[src/rtl/ptw_pkg.sv]
// Shared constants and types for the two-level page table walker.
// Assumes the level index width plus two byte-select bits equals the
// page offset width, so an entry address is a plain concatenation.
package ptw_pkg;
    localparam int VA_W    = 32;
    localparam int IDX_W   = 10;
    localparam int OFF_W   = 12;
    localparam int PPN_W   = 22;
    localparam int PTE_W   = 32;
    localparam int PERM_W  = 3;
    localparam int PA_W    = PPN_W + OFF_W;
    localparam int VPN_W   = 2 * IDX_W;
    localparam int RSVD_W  = PTE_W - PPN_W - PERM_W - 1;

    // Walk sequencer states
    typedef enum logic [2:0] {
        ST_IDLE,
        ST_L1_REQ,
        ST_L1_WAIT,
        ST_L2_REQ,
        ST_L2_WAIT,
        ST_DONE
    } walk_state_e;

    // Meaning of a fetched entry at the current level
    typedef enum logic [1:0] {
        KIND_FAULT,
        KIND_NEXT,
        KIND_LEAF
    } pte_kind_e;
endpackage

[src/rtl/ptw_entry_addr.sv]
// Forms the physical byte address of a table entry from the table page
// number and the index field selected by the current level.
// Assumes IDX_W + 2 == OFF_W (4-byte entries fill one page exactly).
module ptw_entry_addr
    import ptw_pkg::*;
(
    input  logic [PPN_W-1:0] base_ppn_i,
    input  logic [VPN_W-1:0] vpn_i,
    input  logic             level_i,
    output logic [PA_W-1:0]  addr_o
);
    logic [IDX_W-1:0] idx;

    // Pick the upper index on the first level, the lower one on the second
    always_comb begin
        idx    = level_i ? vpn_i[IDX_W-1:0] : vpn_i[VPN_W-1:IDX_W];
        addr_o = {base_ppn_i, idx, 2'b00};
    end
endmodule

[src/rtl/ptw_entry_decode.sv]
// Classifies a fetched entry for the current level and forms the leaf
// page number. Assumes a valid entry without permissions is a pointer,
// and that a second-level pointer is illegal.
module ptw_entry_decode
    import ptw_pkg::*;
(
    input  logic [PTE_W-1:0]  pte_i,
    input  logic              level_i,
    input  logic [IDX_W-1:0]  l2_idx_i,
    output pte_kind_e         kind_o,
    output logic [PPN_W-1:0]  leaf_ppn_o,
    output logic [PERM_W-1:0] perm_o
);
    logic             valid;
    logic [PPN_W-1:0] pte_ppn;
    logic [PPN_W-1:0] large_ppn;
    logic             misaligned;
    logic [RSVD_W-1:0] unused_pte_bits;

    assign valid           = pte_i[0];
    assign perm_o          = pte_i[PERM_W:1];
    assign unused_pte_bits = pte_i[PTE_W-PPN_W-1:PERM_W+1];
    assign pte_ppn         = pte_i[PTE_W-1:PTE_W-PPN_W];
    assign misaligned      = |pte_ppn[IDX_W-1:0];

    // Large page number: low bits come from the second-level index
    for (genvar b = 0; b < PPN_W; b++) begin : g_large
        if (b < IDX_W) begin : g_low
            assign large_ppn[b] = l2_idx_i[b];
        end else begin : g_high
            assign large_ppn[b] = pte_ppn[b];
        end
    end

    // Decide fault, pointer or leaf for this level
    always_comb begin
        if (!valid) begin
            kind_o = KIND_FAULT;
        end else if (perm_o == '0) begin
            kind_o = level_i ? KIND_FAULT : KIND_NEXT;
        end else if (!level_i && misaligned) begin
            kind_o = KIND_FAULT;
        end else begin
            kind_o = KIND_LEAF;
        end
        leaf_ppn_o = level_i ? pte_ppn : large_ppn;
    end
endmodule

[src/rtl/ptw_ctrl.sv]
// Sequences one walk: first-level read, optional second-level read, and
// one result cycle. Assumes one outstanding read and that a response
// arrives only while a read is pending.
module ptw_ctrl
    import ptw_pkg::*;
(
    input  logic      clk,
    input  logic      rst_n,
    input  logic      miss_valid_i,
    input  logic      mem_req_ready_i,
    input  logic      mem_rsp_valid_i,
    input  pte_kind_e kind_i,
    output logic      accept_o,
    output logic      load_ptr_o,
    output logic      finish_o,
    output logic      level_o,
    output logic      mem_req_valid_o,
    output logic      busy_o,
    output logic      done_o
);
    walk_state_e state_q, state_d;

    // Next-state and strobe logic
    always_comb begin
        state_d         = state_q;
        accept_o        = 1'b0;
        load_ptr_o      = 1'b0;
        finish_o        = 1'b0;
        mem_req_valid_o = 1'b0;
        level_o         = 1'b0;
        unique case (state_q)
            ST_IDLE: begin
                if (miss_valid_i) begin
                    accept_o = 1'b1;
                    state_d  = ST_L1_REQ;
                end
            end
            ST_L1_REQ: begin
                mem_req_valid_o = 1'b1;
                if (mem_req_ready_i) state_d = ST_L1_WAIT;
            end
            ST_L1_WAIT: begin
                if (mem_rsp_valid_i) begin
                    if (kind_i == KIND_NEXT) begin
                        load_ptr_o = 1'b1;
                        state_d    = ST_L2_REQ;
                    end else begin
                        finish_o = 1'b1;
                        state_d  = ST_DONE;
                    end
                end
            end
            ST_L2_REQ: begin
                level_o         = 1'b1;
                mem_req_valid_o = 1'b1;
                if (mem_req_ready_i) state_d = ST_L2_WAIT;
            end
            ST_L2_WAIT: begin
                level_o = 1'b1;
                if (mem_rsp_valid_i) begin
                    finish_o = 1'b1;
                    state_d  = ST_DONE;
                end
            end
            ST_DONE: state_d = ST_IDLE;
            default: state_d = ST_IDLE;
        endcase
    end

    // State register
    always_ff @(posedge clk) begin
        if (!rst_n) state_q <= ST_IDLE;
        else        state_q <= state_d;
    end

    assign busy_o = (state_q != ST_IDLE);
    assign done_o = (state_q == ST_DONE);
endmodule

[src/rtl/pt_walker.sv]
// Two-level page table walker. Captures the miss address and root page
// number on acceptance, reads up to two entries, and presents a
// registered result with a one-cycle done strobe. Assumes the tables sit
// in untranslated physical memory.
module pt_walker
    import ptw_pkg::*;
(
    input  logic              clk,
    input  logic              rst_n,
    input  logic [PPN_W-1:0]  root_ppn_i,
    input  logic              miss_valid_i,
    input  logic [VA_W-1:0]   miss_vaddr_i,
    output logic              busy_o,
    output logic              mem_req_valid_o,
    output logic [PA_W-1:0]   mem_req_addr_o,
    input  logic              mem_req_ready_i,
    input  logic              mem_rsp_valid_i,
    input  logic [PTE_W-1:0]  mem_rsp_data_i,
    output logic              done_o,
    output logic              fault_o,
    output logic [PPN_W-1:0]  ppn_o,
    output logic [PERM_W-1:0] perm_o,
    output logic              large_o
);
    logic [VPN_W-1:0]  vpn_q;
    logic [PPN_W-1:0]  base_q;
    logic              accept, load_ptr, finish, level;
    pte_kind_e         kind;
    logic [PPN_W-1:0]  leaf_ppn;
    logic [PERM_W-1:0] leaf_perm;
    logic              fault_q, large_q;
    logic [PPN_W-1:0]  ppn_q;
    logic [PERM_W-1:0] perm_q;
    logic [OFF_W-1:0]  unused_offset_bits;

    assign unused_offset_bits = miss_vaddr_i[OFF_W-1:0];

    ptw_ctrl u_ctrl (
        .clk             (clk),
        .rst_n           (rst_n),
        .miss_valid_i    (miss_valid_i),
        .mem_req_ready_i (mem_req_ready_i),
        .mem_rsp_valid_i (mem_rsp_valid_i),
        .kind_i          (kind),
        .accept_o        (accept),
        .load_ptr_o      (load_ptr),
        .finish_o        (finish),
        .level_o         (level),
        .mem_req_valid_o (mem_req_valid_o),
        .busy_o          (busy_o),
        .done_o          (done_o)
    );

    ptw_entry_addr u_addr (
        .base_ppn_i (base_q),
        .vpn_i      (vpn_q),
        .level_i    (level),
        .addr_o     (mem_req_addr_o)
    );

    ptw_entry_decode u_dec (
        .pte_i      (mem_rsp_data_i),
        .level_i    (level),
        .l2_idx_i   (vpn_q[IDX_W-1:0]),
        .kind_o     (kind),
        .leaf_ppn_o (leaf_ppn),
        .perm_o     (leaf_perm)
    );

    // Capture the page number and root on acceptance, then the pointer
    always_ff @(posedge clk) begin
        if (!rst_n) begin
            vpn_q  <= '0;
            base_q <= '0;
        end else if (accept) begin
            vpn_q  <= miss_vaddr_i[VA_W-1:OFF_W];
            base_q <= root_ppn_i;
        end else if (load_ptr) begin
            base_q <= mem_rsp_data_i[PTE_W-1:PTE_W-PPN_W];
        end
    end

    // Register the walk outcome; faults clear the translation fields
    always_ff @(posedge clk) begin
        if (!rst_n) begin
            fault_q <= 1'b0;
            ppn_q   <= '0;
            perm_q  <= '0;
            large_q <= 1'b0;
        end else if (finish) begin
            if (kind == KIND_FAULT) begin
                fault_q <= 1'b1;
                ppn_q   <= '0;
                perm_q  <= '0;
                large_q <= 1'b0;
            end else begin
                fault_q <= 1'b0;
                ppn_q   <= leaf_ppn;
                perm_q  <= leaf_perm;
                large_q <= !level;
            end
        end
    end

    assign fault_o = fault_q;
    assign ppn_o   = ppn_q;
    assign perm_o  = perm_q;
    assign large_o = large_q;
endmodule

[config.mk]
export PLATFORM = sky130hd
export DESIGN_NAME = pt_walker
export DESIGN_NICKNAME = d
export VERILOG_FILES = /design/src/rtl/ptw_pkg.sv /design/src/rtl/ptw_entry_addr.sv /design/src/rtl/ptw_entry_decode.sv /design/src/rtl/ptw_ctrl.sv /design/src/rtl/pt_walker.sv
export SDC_FILE = /design/constraint.sdc
export NUM_CORES = 1
export LEC_CHECK = 0
export BUFFER_PORTS_ARGS = -buffer_cell sky130_fd_sc_hd__buf_2
export CAP_MARGIN = 15
export CORE_ASPECT_RATIO = 1.1
export CORE_UTILIZATION = 51
export DETAILED_ROUTE_END_ITERATION = 8
export HOLD_SLACK_MARGIN = 0.06
export PLACE_DENSITY = 0.82
export SLEW_MARGIN = 20
export SYNTH_ARGS = -nofsm -noshare
export SYNTH_HDL_FRONTEND = slang
export SYNTH_SLANG_ARGS = --single-unit
export TNS_END_PERCENT = 30
[constraint.sdc]
create_clock -name clk -period 3 [get_ports clk]
set_input_delay 0 -clock clk [delete_from_list [all_inputs] [get_ports clk]]
set_output_delay 0 -clock clk [all_outputs]
set_load 0.02 [all_outputs]
* Word level (Yosys, flattened, before mapping) *
Cells that the tools add are included.

operators by class
  div/mod/pow operators = 0
  $mul = 0
  multiplexer cells = 30
  order comparisons = 0
  shifts and indexed selects = 0
  reduce and logical (&&, ||, !) cells = 11
  $add $sub $neg = 0
  bitwise operators = 0
  equality and inequality tests = 11

operator list
  operator                                              count
  two-way mux 22 bit                                    3
  two-way mux 3 bit                                     7
  two-way mux 10 bit                                    2
  case mux 3 bit (5 select lines)                       1
  two-way mux 1 bit                                     13
  inequality test 2 bit (second input constant)         5
  OR reduction 10 bit                                   1
  equality test 3 x 2 -> 1 bit (second input constant)  2
  equality test 3 bit (second input constant)           2
  zero test 3 bit                                       2
  two-way mux 2 bit                                     3
  AND reduction 5 bit                                   1
  OR reduction 2 bit                                    2
  equality test 3 x 1 -> 1 bit (second input constant)  1
  nonzero test 3 bit                                    1
  equality test 2 x 1 -> 1 bit (second input constant)  1
  zero test 2 bit                                       1
  case mux 1 bit (2 select lines)                       1
  nonzero test 2 bit                                    1
  logical AND 1 bit                                     1
  zero test 1 bit                                       1

word-level totals
  bits of input ports = 91
  bits in latches = 0
  memories = 0
  bits in writable memories = 0
  register bits = 72
  memory bits (read-only) = 0

* Longest topological paths before layout *
  word-level depth = 14
  depth in mapped cells = 7
  mapped depth without buffers = 4

* Hierarchy *
A second synthesis with hierarchy kept.

unflattened totals
  cell total of the unflattened synthesis = 387
  area total of the unflattened synthesis = 3936.3 µm²

by module, submodules not included
  module            area an instance (µm²)  times used  cells an instance  seq. area each (µm²)
  pt_walker         3037.9                  1           283                1381.3
  ptw_entry_addr    345.3                   1           36                 0.0
  ptw_entry_decode  286.5                   1           34                 0.0
  ptw_ctrl          266.5                   1           34                 60.1

* Least setup slack after synthesis *
Ideal clock, no wire load.

  path kind = register -> register
  from = reg u_ctrl.state_q[2]
  to = reg perm_q[0] (netlist: perm_o[0])
  arrival = 1.673 ns
  buffers on the path = 2
  path slack = 1.210 ns
  stages on the path, launching flop included = 7
  data required time = 2.883 ns
  cells stage by stage = dfxtp_1 > buf_2 > and3b_1 > or3_1 > o211a_1 > buf_4 > a32o_1

on the way
  cells in the longest elaborated chain, start to end = 12

RTL lines
  item                                                                 RTL line                source
  start: declaration                                                   ptw_ctrl.sv:21          walk_state_e state_q, state_d;
  start signal: assignment                                             ptw_ctrl.sv:73          else state_q <= state_d;
  equality test 3 x 2 -> 1 bit or equality test 3 bit (tied branches)  ptw_ctrl.sv:31          unique case (state_q)
  OR reduction 2 bit (no line)                                         -
  two-way mux 1 bit                                                    ptw_ctrl.sv:31
  zero test 1 bit                                                      ptw_entry_decode.sv:41  end else if (!level_i && misaligned) begin
  logical AND 1 bit                                                    ptw_entry_decode.sv:41
  two-way mux 2 bit                                                    ptw_entry_decode.sv:41
  two-way mux 2 bit                                                    ptw_entry_decode.sv:39  end else if (perm_o == '0) begin
  two-way mux 2 bit                                                    ptw_entry_decode.sv:37  if (!valid) begin
  equality test 2 x 1 -> 1 bit                                         ptw_ctrl.sv:44          if (kind_i == KIND_NEXT) begin
  two-way mux 1 bit                                                    ptw_ctrl.sv:44
  two-way mux 1 bit                                                    ptw_ctrl.sv:43          if (mem_rsp_valid_i) begin
  case mux 1 bit (2 select lines)                                      ptw_ctrl.sv:31
  end signal: assignment                                               pt_walker.sv:99         perm_q <= leaf_perm;
  end: declaration                                                     pt_walker.sv:33         logic [PERM_W-1:0] perm_q;

Several ways; a longest one is shown, not always the timed one.
A chain may end at the register's enable or synchronous reset.

* Worst setup path after layout *
  from = in mem_rsp_data_i[1]
  to = reg base_q[11]

on the way
  cells in the longest elaborated chain, start to end = 8

RTL lines
  item                          RTL line                source
  start: declaration            pt_walker.sv:18         input logic [PTE_W-1:0] mem_rsp_data_i,
  zero test 3 bit               ptw_entry_decode.sv:39
  two-way mux 2 bit             ptw_entry_decode.sv:39
  two-way mux 2 bit             ptw_entry_decode.sv:37
  equality test 2 x 1 -> 1 bit  ptw_ctrl.sv:44
  two-way mux 1 bit             ptw_ctrl.sv:44
  two-way mux 1 bit             ptw_ctrl.sv:43
  two-way mux 1 bit             ptw_ctrl.sv:31
  nonzero test 2 bit (no line)  -
  end signal: assignment        pt_walker.sv:77         base_q <= root_ppn_i;
  end signal: assignment        pt_walker.sv:79         base_q <= mem_rsp_data_i[PTE_W-1:PTE_W-PPN_W];
  end: declaration              pt_walker.sv:26         logic [PPN_W-1:0] base_q;

Every way passes these cells.

==> metrics.md <==
| Metric | Value |
|---|---|
| ANT cells | 0 |
| Status | completed |
| Tmin final | roughly 2.9 ns |
| Number of synthesized flops with an enable pin | 0 |
| Final Hold Viols | 0 |
| RSZ-0062 raised after global routing | no |
| # nets final | 708 |
| CP Capture Type | flop |
| Core footprint | 0.00663 sq mm |
| Die Wd | 81.3 um |
| Pin count of the biggest net entering global routing | 46 |
| CTS tree | done |
| First-pass GRT wire length | 17.9 mm |
| Longest Clk Path Bufs | 2 |
| Final setup skew | 0.0141 ns |
| Clk Tree Root Cell | clkbuf_8 |
| Largest area contributor in the netlist | dfxtp_1 |
| Rows | 31 |
| GRT Residual Overflow | 0 |
| Cells after Synth | 434 |
| Routed WL | 11.8 mm |
| Sink Count | between 70 and 80 |
| Vias per Instance | 5.86 |
| Critical-path cell list | dlygate4sd3_1 -> buf_2 -> or4b_1 -> o21ai_2 -> and2_1 -> a311oi_1 -> dlygate4sd3_1 |
| Area delta synth->final | 45.2% |
| Tcrit/Tclk final | 0.961 |
| CP max-delay cell | and2_1 |
| Clock latency on the worst-skew pair | 0.36 ns |
| Critical path startpoint category | input pin |
| TNS Setup | 0 ns |
| Detailed Route Iter0 Violations | about 290 |
| Unique cell type count in the Yosys netlist | 39 |
| Synth top area cells | dfxtp_1, nand2_1, a21oi_1, a311oi_1, a32o_1 |
| Vias in the first global route | 3774 |
| DP Area | between 0.004 and 0.005 sq mm |
| Most used cell along the critical path | dlygate4sd3_1 |
| Port Buffers | 134 |
| Post-Layout Inst Area | 0.00512 sq mm |
| Total design power | 2.57 mW |
| Top cells by count, synth | nand2_1, dfxtp_1, a21oi_1 |
| Starting Density | 0.531 |
| GRT Resource Usage Total | 0.325 |
| Most common flop cell mapped by yosys | dfxtp_1 |
| Leak Pwr | 2.26 nW |
| Fill count | approximately 450 |
| Yosys warnings | 0 |
| Critical-path maximum fanout | 22 |
| Sequential share of the synthesized area | 0.409 |
| Setup violators final | 0 |
| H-Tree Depth | 3 |
| Max Cap Violations | 0 |
| Critical path's top delay family | buffers and inverters |
| DRC viols | 0 |
| Upper clock frequency limit | 347 MHz |
| CP required | 3.23 ns |
| WP data arrival | 3.11 ns |
| Final ANT Viol Nets | 0 |
| Worst Hold Class | in -> reg |
| Synth async-reset ratio | 0 |
| Cell area after synthesis | 0.00352 sq mm |
| Top-count cell post-synth | nand2_1 |
| Fraction of layout cells with a size suffix above 1 | 0.283 |
| Pwr/cell area | between 500 and 600 mW/mm^2 |
| Slew margin rel. | 0.220 |
| Max stage delay on crit path | between 0.6 and 0.7 ns |
| Mapped Avg Cell Area | between 8 and 9 sq um |
| Via count | 4123 |
| Register bit total from synthesis | 72 |
| Slew Limit Fails | 0 |
| Post-synth top area share | 0.409 |
| Initial antenna violation count | 0 |
| Initial DRT Pass Iterations | 5 |
| Die area | 0.00725 sq mm |
| DP HPWL | 6.82 mm |
| Buffers and inverters on the worst path | 3 |
| Post CTS Setup Buffer Count | 0 |
| Number of buffers created by CTS | 9 |
| Chip height | 89.2 um |
| CP Class | in -> reg |
| IO Pins | roughly 160 |
| Wire length per cell | 16.8 um |
| Maximum VDD drop | roughly 0.00044 V |
| CTS clk-pin slew, worst paths | approximately 0.07 ns |
| Slew @ Worst Pin | 1.17 ns |
| Final GP Congestion | 0.836 |
[routing by layer]
metal / global-route usage / vias to the layer above / share of wire
li1: - / 1942 / -
met1: 0.385 / 1939 / 0.40
met2: 0.563 / 205 / 0.50
met3: 0.0765 / 37 / 0.068
met4: 0.131 / 0 / 0.030
met5: 0 / - / 0
[metrics by stage]
step,utilization,hold WS (ns),instances,worst slack [ns]
finish,0.772,0.159,704,0.117
global route,0.772,0.186,704,0.0174
CTS,0.772,0.153,704,0.0288
detailed placement,0.630,0.247,616,0.604
global placement,0.630,0.241,616,0.679
floorplan,-,0.118,435,1.21
[timing repair]
action                                  CTS  global route
hold endpoints to repair                 60             0
gates resized for setup                   0             1
hold buffers                             72             0
endpoints found under the setup margin    0             3
[cell type report]
type	count	area [sq um]	area share
clock buffer	9	124	0.0242
clock inverter	7	96.3	0.0188
inverter	2	7.51	0.00147
multi-input combinational	317	1890	0.369
sequential	72	1440	0.282
tap	82	103	0.0200
timing repair buffer	215	1460	0.285
[tightest hold or removal path, cell delays in order]
cell and delay (ns):
buf_2 0.09, nor2b_1 0.05, o21ba_2 0.21, nand2_1 0.06, a21oi_1 0.06
[path summary, 6_finish.rpt]
| kind | start | endpoint | slack [ns] | depth (start not counted) |
|---|---|---|---|---|
| worst max-delay path | mem_rsp_data_i[1] | base_q[11]$_SDFFE_PN0P_ | 0.12 | 7 |
| worst min register to register | ppn_o[6]$_SDFFE_PN0P_ | ppn_o[6]$_SDFFE_PN0P_ | 0.45 | 2 |
| worst min-delay path | mem_req_ready_i | u_ctrl.state_q[1]$_SDFFE_PN0P_ | 0.16 | 5 |
| worst max register to register | u_ctrl.state_q[1]$_SDFFE_PN0P_ | base_q[11]$_SDFFE_PN0P_ | 0.30 | 6 |
[cells in the final DEF, fill, tap and decap left out, types with 2 or more instances in the layout]
master           n
nor2b_1         21
nor2_1           5
nor4bb_1         2
nor3b_1         13
conb_1           2
a32o_1          15
a311oi_1        23
o31ai_1         10
o211ai_1         2
a21oi_1         45
buf_2          134
mux2_2          10
nor3_1          14
or4_1            2
clkinv_2         2
or3_1            3
o21ai_0         24
bufinv_16        2
clkbuf_8         9
dlygate4sd3_1   72
o311ai_0        10
and2_1           3
clkinv_4         3
buf_4            9
nand2_1         98
dfxtp_1         71
[registers in the layout (all words and copies together), names as in the netlist]
name	cells
u_ctrl.state_q	3
base_q	22
ppn_o	22
large_o	1
fault_o	1
vpn_q	20
perm_o	3
[report_power, final]
part           internal [mW]  switching [mW]  total [mW]  leakage, nW
clock network          0.469           0.381       0.850        0.113
logic                  0.277           0.364       0.641         1.56
registers               1.02          0.0548        1.07        0.589
[kinds of logic after synthesis]
group / share of synthesized area
AND/OR/NAND/NOR: 0.231
flip-flops: 0.409
multiplexers: 0.0319
AO/OA/AOI/OAI: 0.267
buffers and inverters: 0.0603
other: 0.00106
Power figures use the tool's default switching activity.
